File: config.mk
export PLATFORM = sky130hd
export DESIGN_NAME = ctr_csr_unit
export DESIGN_NICKNAME = d
export VERILOG_FILES = /design/src/rtl/ctr_csr_pkg.sv /design/src/rtl/ctr_up.sv /design/src/rtl/ctr_down_irq.sv /design/src/rtl/ctr_rd_pipe.sv /design/src/rtl/ctr_csr_unit.sv
export SDC_FILE = /design/constraint.sdc
export NUM_CORES = 1
export LEC_CHECK = 0
export CAP_MARGIN = 10
export CORE_ASPECT_RATIO = 0.9
export CORE_MARGIN = 8
export CORE_UTILIZATION = 40
export CTS_CLUSTER_SIZE = 14
export DETAILED_ROUTE_END_ITERATION = 16
export GPL_TIMING_DRIVEN = 0
export PLACE_DENSITY_LB_ADDON = 0.25
export SLEW_MARGIN = 40
export SYNTH_ARGS = -nofsm -noshare
export SYNTH_HDL_FRONTEND = slang
export SYNTH_SLANG_ARGS = --single-unit
File: constraint.sdc
create_clock -name clk -period 2.7 [get_ports clk]
set_clock_uncertainty 0.05 [all_clocks]
set_input_delay 0.27 -clock clk [delete_from_list [all_inputs] [get_ports clk]]
set_output_delay 0.27 -clock clk [all_outputs]
set_load 0.005 [all_outputs]
File: src/rtl/ctr_csr_pkg.sv
package ctr_csr_pkg;
  localparam logic [11:0] CSR_NUM_CYCLE   = 12'hC00;
  localparam logic [11:0] CSR_NUM_TIMER   = 12'hC01;
  localparam logic [11:0] CSR_NUM_INSTRET = 12'hC02;
  // pipeline distance between fetch of the read and the value it reports
  localparam int unsigned RD_SKEW = 2;

  typedef enum logic [1:0] {
    SEL_NONE    = 2'd0,
    SEL_CYCLE   = 2'd1,
    SEL_TIMER   = 2'd2,
    SEL_INSTRET = 2'd3
  } ctr_sel_e;
endpackage

File: src/rtl/ctr_up.sv
module ctr_up #(
  parameter int DW = 32
) (
  input  logic          clk,
  input  logic          rst_n,
  input  logic          inc,
  input  logic          ld,
  input  logic [DW-1:0] ld_val,
  output logic [DW-1:0] cnt
);
  logic [DW-1:0] cnt_q, cnt_d;
  logic          cnt_en;

  // load wins over increment
  always_comb begin
    cnt_en = ld | inc;
    cnt_d  = ld ? ld_val : cnt_q + DW'(1);
  end

  always_ff @(posedge clk or negedge rst_n) begin
    if (!rst_n)      cnt_q <= '0;
    else if (cnt_en) cnt_q <= cnt_d;
  end

  assign cnt = cnt_q;
endmodule

File: src/rtl/ctr_down_irq.sv
module ctr_down_irq #(
  parameter int DW = 32
) (
  input  logic          clk,
  input  logic          rst_n,
  input  logic          ld,
  input  logic [DW-1:0] ld_val,
  output logic [DW-1:0] cnt,
  output logic          irq
);
  logic [DW-1:0] cnt_q, cnt_d;
  logic          cnt_en;
  logic          irq_q, irq_d;
  logic          nonzero;

  always_comb begin
    nonzero = |cnt_q;
    cnt_en  = ld | nonzero;
    cnt_d   = ld ? ld_val : cnt_q - DW'(1);
    // expiry only on a natural 1 -> 0 step, never on a load
    irq_d   = !ld && (cnt_q == DW'(1));
  end

  always_ff @(posedge clk or negedge rst_n) begin
    if (!rst_n)      cnt_q <= '0;
    else if (cnt_en) cnt_q <= cnt_d;
  end

  always_ff @(posedge clk or negedge rst_n) begin
    if (!rst_n) irq_q <= 1'b0;
    else        irq_q <= irq_d;
  end

  assign cnt = cnt_q;
  assign irq = irq_q;
endmodule

File: src/rtl/ctr_rd_pipe.sv
module ctr_rd_pipe #(
  parameter int DW  = 32,
  parameter int LAT = 2
) (
  input  logic          clk,
  input  logic          rst_n,
  input  logic          in_vld,
  input  logic [DW-1:0] in_data,
  output logic          out_vld,
  output logic [DW-1:0] out_data
);
  logic          vld_q [LAT];
  logic [DW-1:0] dat_q [LAT];

  for (genvar s = 0; s < LAT; s++) begin : g_stage
    logic          vld_d;
    logic [DW-1:0] dat_d;
    if (s == 0) begin : g_head
      assign vld_d = in_vld;
      assign dat_d = in_data;
    end else begin : g_body
      assign vld_d = vld_q[s-1];
      assign dat_d = dat_q[s-1];
    end

    always_ff @(posedge clk or negedge rst_n) begin
      if (!rst_n) vld_q[s] <= 1'b0;
      else        vld_q[s] <= vld_d;
    end

    // data only moves with a valid beat
    always_ff @(posedge clk or negedge rst_n) begin
      if (!rst_n)     dat_q[s] <= '0;
      else if (vld_d) dat_q[s] <= dat_d;
    end
  end

  assign out_vld  = vld_q[LAT-1];
  assign out_data = vld_q[LAT-1] ? dat_q[LAT-1] : '0;
endmodule

File: src/rtl/ctr_csr_unit.sv
module ctr_csr_unit
  import ctr_csr_pkg::*;
#(
  parameter int DW = 32,
  parameter int AW = 12
) (
  input  logic          clk,
  input  logic          rst_n,
  input  logic          rd_en,
  input  logic [AW-1:0] rd_addr,
  output logic          rd_vld,
  output logic [DW-1:0] rd_data,
  input  logic          wr_en,
  input  logic [AW-1:0] wr_addr,
  input  logic [DW-1:0] wr_data,
  input  logic          retire_vld,
  input  logic          retire_nop,
  output logic          timer_irq
);
  localparam logic [DW-1:0] SKEW_V = DW'(RD_SKEW);

  logic [DW-1:0] cyc_q, tmr_q, ins_q;
  logic          ld_cyc, ld_tmr, ld_ins;
  logic          ins_inc;
  ctr_sel_e      rd_sel;
  logic [DW-1:0] rd_val;

  function automatic ctr_sel_e decode(input logic [AW-1:0] a);
    if      (a == AW'(CSR_NUM_CYCLE))   return SEL_CYCLE;
    else if (a == AW'(CSR_NUM_TIMER))   return SEL_TIMER;
    else if (a == AW'(CSR_NUM_INSTRET)) return SEL_INSTRET;
    else                                return SEL_NONE;
  endfunction

  always_comb begin
    ld_cyc  = wr_en && (decode(wr_addr) == SEL_CYCLE);
    ld_tmr  = wr_en && (decode(wr_addr) == SEL_TIMER);
    ld_ins  = wr_en && (decode(wr_addr) == SEL_INSTRET);
    ins_inc = retire_vld && !retire_nop;
    rd_sel  = decode(rd_addr);
  end

  // value the read will report once it has travelled RD_SKEW stages
  always_comb begin
    unique case (rd_sel)
      SEL_CYCLE:   rd_val = cyc_q + SKEW_V;
      SEL_TIMER:   rd_val = (tmr_q <= SKEW_V) ? '0 : tmr_q - SKEW_V;
      SEL_INSTRET: rd_val = ins_q;
      default:     rd_val = '0;
    endcase
  end

  ctr_up #(.DW(DW)) u_cycle (
    .clk(clk), .rst_n(rst_n), .inc(1'b1), .ld(ld_cyc), .ld_val(wr_data), .cnt(cyc_q)
  );

  ctr_down_irq #(.DW(DW)) u_timer (
    .clk(clk), .rst_n(rst_n), .ld(ld_tmr), .ld_val(wr_data), .cnt(tmr_q), .irq(timer_irq)
  );

  ctr_up #(.DW(DW)) u_instret (
    .clk(clk), .rst_n(rst_n), .inc(ins_inc), .ld(ld_ins), .ld_val(wr_data), .cnt(ins_q)
  );

  ctr_rd_pipe #(.DW(DW), .LAT(RD_SKEW)) u_rd_pipe (
    .clk(clk), .rst_n(rst_n), .in_vld(rd_en), .in_data(rd_val),
    .out_vld(rd_vld), .out_data(rd_data)
  );
endmodule

## Yosys cells after proc, flatten, opt, wreduce, memory -nomap -nowiden

Index checks and enable logic that the tools add are counted.

- Add/sub/neg operators: 5
- $lt $le $gt $ge: 1
- Equal/unequal tests: 13
- Mux-type cells: 12
- Bitwise operators: 2
- Reduce and logical (&&, ||, !) cells: 8

Operators with widths:

| cell | count |
|---|---|
| 2-to-1 mux 32 bit | 5 |
| case mux 32 bit (3 select lines) | 1 |
| equality test 12 bit, second input constant | 6 |
| adder 32 x 1 -> 32 bit, second input constant | 2 |
| adder 32 x 2 -> 32 bit, second input constant | 1 |
| equality test 32 x 1 -> 1 bit, second input constant | 1 |
| less-or-equal comparator 32 x 2 -> 1 bit, second input constant | 1 |
| OR reduction 32 bit | 1 |
| subtractor 32 x 1 -> 32 bit, second input constant | 1 |
| subtractor 32 x 2 -> 32 bit, second input constant | 1 |
| 2-to-1 mux 2 bit | 6 |
| equality test 2 bit, second input constant | 4 |
| logical AND 1 bit | 5 |
| equality test 2 x 1 -> 1 bit, second input constant | 2 |
| zero test 1 bit | 2 |
| bitwise OR 1 bit | 2 |

- Register bits: 163
- Bits of input ports: 62
- Output and inout port bits: 34
- Logic and storage cells: 49

## Logic depth before layout (Yosys ltp)

- Word-level depth: 8
- Depth in mapped cells: 8
- Gate-level depth less buffers: 7

## Cells and area by module

Synthesis repeated with hierarchy kept, for this count alone.

- Cells, all modules: 1094
- Area total of the unflattened synthesis: 10721.5 um^2

Modules (own cells, without submodules):

| module | instances | cells each | area each (um^2) | seq. area each (um^2) |
|---|---|---|---|---|
| ctr_up | 2 | 219 | 1966.9 | 800.8 |
| ctr_rd_pipe | 1 | 173 | 2951.6 | 1651.6 |
| ctr_down_irq | 1 | 224 | 1985.7 | 825.8 |
| ctr_csr_unit | 1 | 259 | 1850.5 | 0.0 |

## Worst setup path after synthesis

No wires, ideal clock.

- Path type: register -> register
- From: register u_timer.cnt_q[1] (netlist: u_timer.cnt[1])
- To: register u_timer.cnt_q[29] (netlist: u_timer.cnt[29])
- Library setup time: 127 ps
- Arrival: 2090 ps
- Data required time: 2523 ps
- Slack: 433 ps
- Cell stages (with the launch flop): 9
- Path buffers: 1
- Clock period less this slack: 2267 ps
- Path through: dfrtp_1 > inv_1 > ha_1 > nor3b_2 > nand4_1 > clkbuf_1 > nor3_1 > xnor2_1 > o21ai_0

- Longest elaborated chain between the ends: 2
- Elaborated cells between the ends (all ways): 4
- Those cells by class: add/sub (1); mux (1); bitwise (1); reduce/logical (1)

RTL lines:

| what | line | text |
|---|---|---|
| from (decl) | ctr_down_irq.sv:11 | `logic [DW-1:0] cnt_q, cnt_d;` |
| from (signal assigned) | ctr_down_irq.sv:26 | `else if (cnt_en) cnt_q <= cnt_d;` |
| subtractor 32 x 1 -> 32 bit / OR reduction 32 bit (equally long branches) | ctr_down_irq.sv:19, ctr_down_irq.sv:17 |  |
| 2-to-1 mux 32 bit / bitwise OR 1 bit (equally long branches) | ctr_down_irq.sv:19, ctr_down_irq.sv:18 |  |

Parallel ways exist; a longest one is shown, timed or not.
A chain may end at the register's enable or synchronous reset.

## Worst setup path in the final report

- From: register u_timer.cnt_q[28] (netlist: u_timer.cnt[28])
- To: register u_rd_pipe.dat_q (netlist bit u_rd_pipe.g_stage[1].dat_d[25])

- Longest elaborated chain between the ends: 3

RTL lines:

| what | line | text |
|---|---|---|
| less-or-equal comparator 32 x 2 -> 1 bit | ctr_csr_unit.sv:47 | `SEL_TIMER: rd_val = (tmr_q <= SKEW_V) ? '0 : tmr_q - SKEW_V;` |
| 2-to-1 mux 32 bit | ctr_csr_unit.sv:47 |  |
| case mux 32 bit (3 select lines) | ctr_csr_unit.sv:45 | `unique case (rd_sel)` |
| to (signal, indexed assignment) | ctr_rd_pipe.sv:34 | `else if (vld_d) dat_q[s] <= dat_d;` |
| to (decl) | ctr_rd_pipe.sv:13 | `logic [DW-1:0] dat_q [LAT];` |

No other way between the ends.

==> results.txt <==
Via-to-Cell Ratio = 5.71
met2 usage in global routing = 33.8%
CTS tree = yes
Max Freq = 378 MHz
top-level I/O count = 96
Largest stage delay, worst path = 0.57 ns
Crit-path slowest cell = nor4_1
GRT overflow = 0
WP data arrival = 2.88 ns
number of library cell types mapped by synthesis = 66
H-tree levels = 4
fin crit period = 2.65 ns
Most Used Layer, Global Route = met2
PwrDens = 516 nW/um^2
Post-synth top flop = dfrtp_1
DRT Pass-1 Iters = 5
Yosys reg bits = 163
met1 usage = 30.6%
slew margin rel. = 39.7%
Reg area = 4080 sq um
max-capacitance violation count = 0
Nets = 1283
DP HPWL = 25.2 mm
Initial Util = 40.7%
post-place setup slack = -0.570 ns
initial antenna violation count = 0
GPL Wtd Cong = 0.955
WP data required = 2.94 ns
register area share after synthesis = 41.3%
Hold/Removal Path Class = in -> async
critical-path maximum fanout = 10
Syn Nets = 1158
Die ar. = 30000 sq um
# port buffers = 94
CP bufs+invs = 2
Final Cycle Share = 98.0%
number of global-route vias before repair = 8357
Hold Fails Final Rpt = 0
Pint = 0.00426 W
Detail Route Antenna Nets = 0
ANT cells = 0
Clk pin slew, worst setup/hold paths = 0.07 ns
clk sinks = 163
layout cells sized above 1 = 12.5%
largest net degree at the start of global routing = 72
Die Ht = 165 um
Final Setup Violations = 0
Area Overhead vs Synth = 22.6%
clock power share = 39.5%
GRT Overall Usage = 21.8%
leakage power = 4.73 nW
root buf cell = clkbuf_16
setup ws final = 0.0544 ns
Comb power frac = 16.4%
Setup crit start kind = register
clk_lat worst skew = 0.45 ns
Sequential Power Share = 44.1%
drt first-iter violations = 815
# fillers = 2306
DR vias = 8758
DRC errors left = 0
Multi-input gate area = 5590 sq um
total chip power = 0.00625 W
IR drop worst, VDD = 285 uV
Die X = 182 um
core footprint = 24300 sq um
Num CTS Buffers = 17
run status = complete, no violations
ys async rst share = 100%
Setup crit end kind = register
worst-path cell chain = clkbuf_1, nor4_1, and4_1, o2111ai_4, nand3_4, buf_6, o221ai_1
# rows = 54
first-pass GRT wire length = 50.2 mm
number of synthesized flops with an enable pin = 0
post-synthesis area per instance = 9.09 sq um
sw frac = 31.9%
critical setup path kind = reg -> reg
Syn Inst Count = 1087
DRT Wirelength = 32.5 mm
GR Util met3 = 5.27%
maximum clock path buffer count = 2
Slew @ Worst Pin = 0.896 ns
mapped cell area = 9880 sq um
switching power = 0.00200 W
Final Max Tran Viols = 0
top cell family by delay on the critical path = simple AND/OR/NAND/NOR gates
Synthesis Warnings = 0
DR WL/cell = 21.2 um
[layout make-up]
type | instances | area share (%)
multi-input combinational | 836 | 46.2
buffer | 73 | 2.58
timing repair buffer | 107 | 8.97
tap | 308 | 3.18
clock buffer | 18 | 3.63
sequential | 163 | 33.7
inverter | 14 | 0.475
clock inverter | 14 | 1.32
[cells by family after synthesis]
| logic type | Yosys count | synth area share [%] |
|---|---|---|
| fa+ha+maj | 9 | 1.14 |
| buf+inv | 88 | 3.71 |
| compound gates | 206 | 13.6 |
| simple gates | 458 | 24.9 |
| xor+xnor | 125 | 11.1 |
| flops | 163 | 41.3 |
| mux | 38 | 4.32 |
[final timing paths]
| kind | start | end | slack, ns | cells after the start |
|---|---|---|---|---|
| max | u_timer.cnt[28] | u_rd_pipe.g_stage[1].dat_d[25] | 0.05 | 7 |
| max in group asynchronous | rst_n | u_rd_pipe.dat_q[24] | 1.43 | 4 |
| min reg2reg | u_rd_pipe.g_stage[1].vld_d | u_rd_pipe.out_vld | 0.32 | 0 |
| min in group clk | u_rd_pipe.g_stage[1].vld_d | u_rd_pipe.out_vld | 0.32 | 0 |
| max reg2reg | u_timer.cnt[28] | u_rd_pipe.g_stage[1].dat_d[25] | 0.05 | 7 |
| min | rst_n | u_timer.cnt[2] | 0.20 | 2 |
[worst register-to-register path: stages, from the launching register on]
cell and delay, ns:
dfrtp_1 0.36, clkbuf_1 0.17, nor4_1 0.57, and4_1 0.46
o2111ai_4 0.30, nand3_4 0.23, buf_6 0.20, o221ai_1 0.15
[metrics by stage]
step	std cells	TNS [ns]	utilization, %	instance area [sq um]	hold slack (ns)
2_1_floorplan	1087	0	-	9880	-0.0756
3_3_place_gp	1489	-938.31	46.2	11200	0.302
3_5_place_dp	1491	-23.44	46.6	11300	0.0821
4_1_cts	1529	-0.00452	49.4	12000	0.211
5_1_grt	1533	-0.00797	49.9	12100	0.212
6_report	1533	0	49.9	12100	0.205
[power groups by stage]
stage / logic (W) / registers [W] / clock network (W)
final: 0.00102 / 0.00276 / 0.00247
after global routing: 0.00112 / 0.00278 / 0.00261
after CTS: 0.000997 / 0.00275 / 0.00250
after detailed placement: 0.000974 / 0.00279 / 0
after global placement: 0.000941 / 0.00279 / 0
after floorplan: 0.000591 / 0.00274 / 0
[sequential cells by signal, indices dropped and copies added (netlist names)]
register and count:
u_timer.cnt 32, u_instret.cnt 32, u_timer.irq 1, u_rd_pipe.g_stage.vld_d 1
u_rd_pipe.dat_q 32, u_rd_pipe.g_stage.dat_d 32, u_rd_pipe.out_vld 1, u_cycle.cnt 32
[synth_stat cells, types with 10 or more instances]
cell type | n | area [sq um]
a22oi_1 | 14 | 105
and2_1 | 37 | 231
nand2_1 | 83 | 312
xnor2_1 | 52 | 455
o21ai_0 | 38 | 190
nand3_1 | 34 | 170
clkbuf_1 | 56 | 210
dfrtp_1 | 163 | 4080
buf_2 | 10 | 50.1
a21oi_1 | 78 | 390
nor2_1 | 112 | 420
nor4_1 | 33 | 206
and3_1 | 11 | 68.8
xor2_1 | 73 | 639
nand4_1 | 51 | 319
and4_1 | 10 | 87.6
a31oi_1 | 13 | 81.3
inv_1 | 13 | 48.8
nor3_1 | 28 | 140
mux2_2 | 37 | 417
[placed cells by master, fill, tap and decap left out, types with 5 or more instances in the layout]
cell             count
inv_1               11
clkdlybuf4s50_1     93
o211ai_1             9
a21o_1               5
nor4_2               8
nand2_1             82
nor3_2               5
or2_2                5
nor3_1              23
nor4_1              26
mux2_2              37
or3_1                9
a21oi_1             78
nand2b_1             5
a31oi_1             13
and2_1              37
and4_1              10
nand4_1             51
ha_1                 8
clkbuf_1            53
o21ai_1              7
buf_4               10
xor2_1              73
a22oi_1             14
nor2_1             112
nor2b_1              9
buf_2               10
xnor2_1             51
nor4_4               5
o221ai_2             7
o221ai_1             5
dfrtp_1            163
nand3_1             34
clkbuf_16           17
o21ai_0             38
and3_1              11
[layer usage]
metal	routed length, um	share of wire [%]
met5	0	0
met3	2710	8.4
met1	15100	47
met4	473	1.5
met2	14100	44
[repair_timing]
| action | in CTS | in global routing |
|---|---|---|
| resized for setup | 10 | 8 |
| pin swaps | 2 | 3 |
| hold endpoints to repair | 93 | 0 |
| hold buffers | 1 | 0 |
| endpoints found under the setup margin | 42 | 51 |
| buffers inserted | 5 | 5 |
Note: power is estimated with default switching activity, not from simulation.
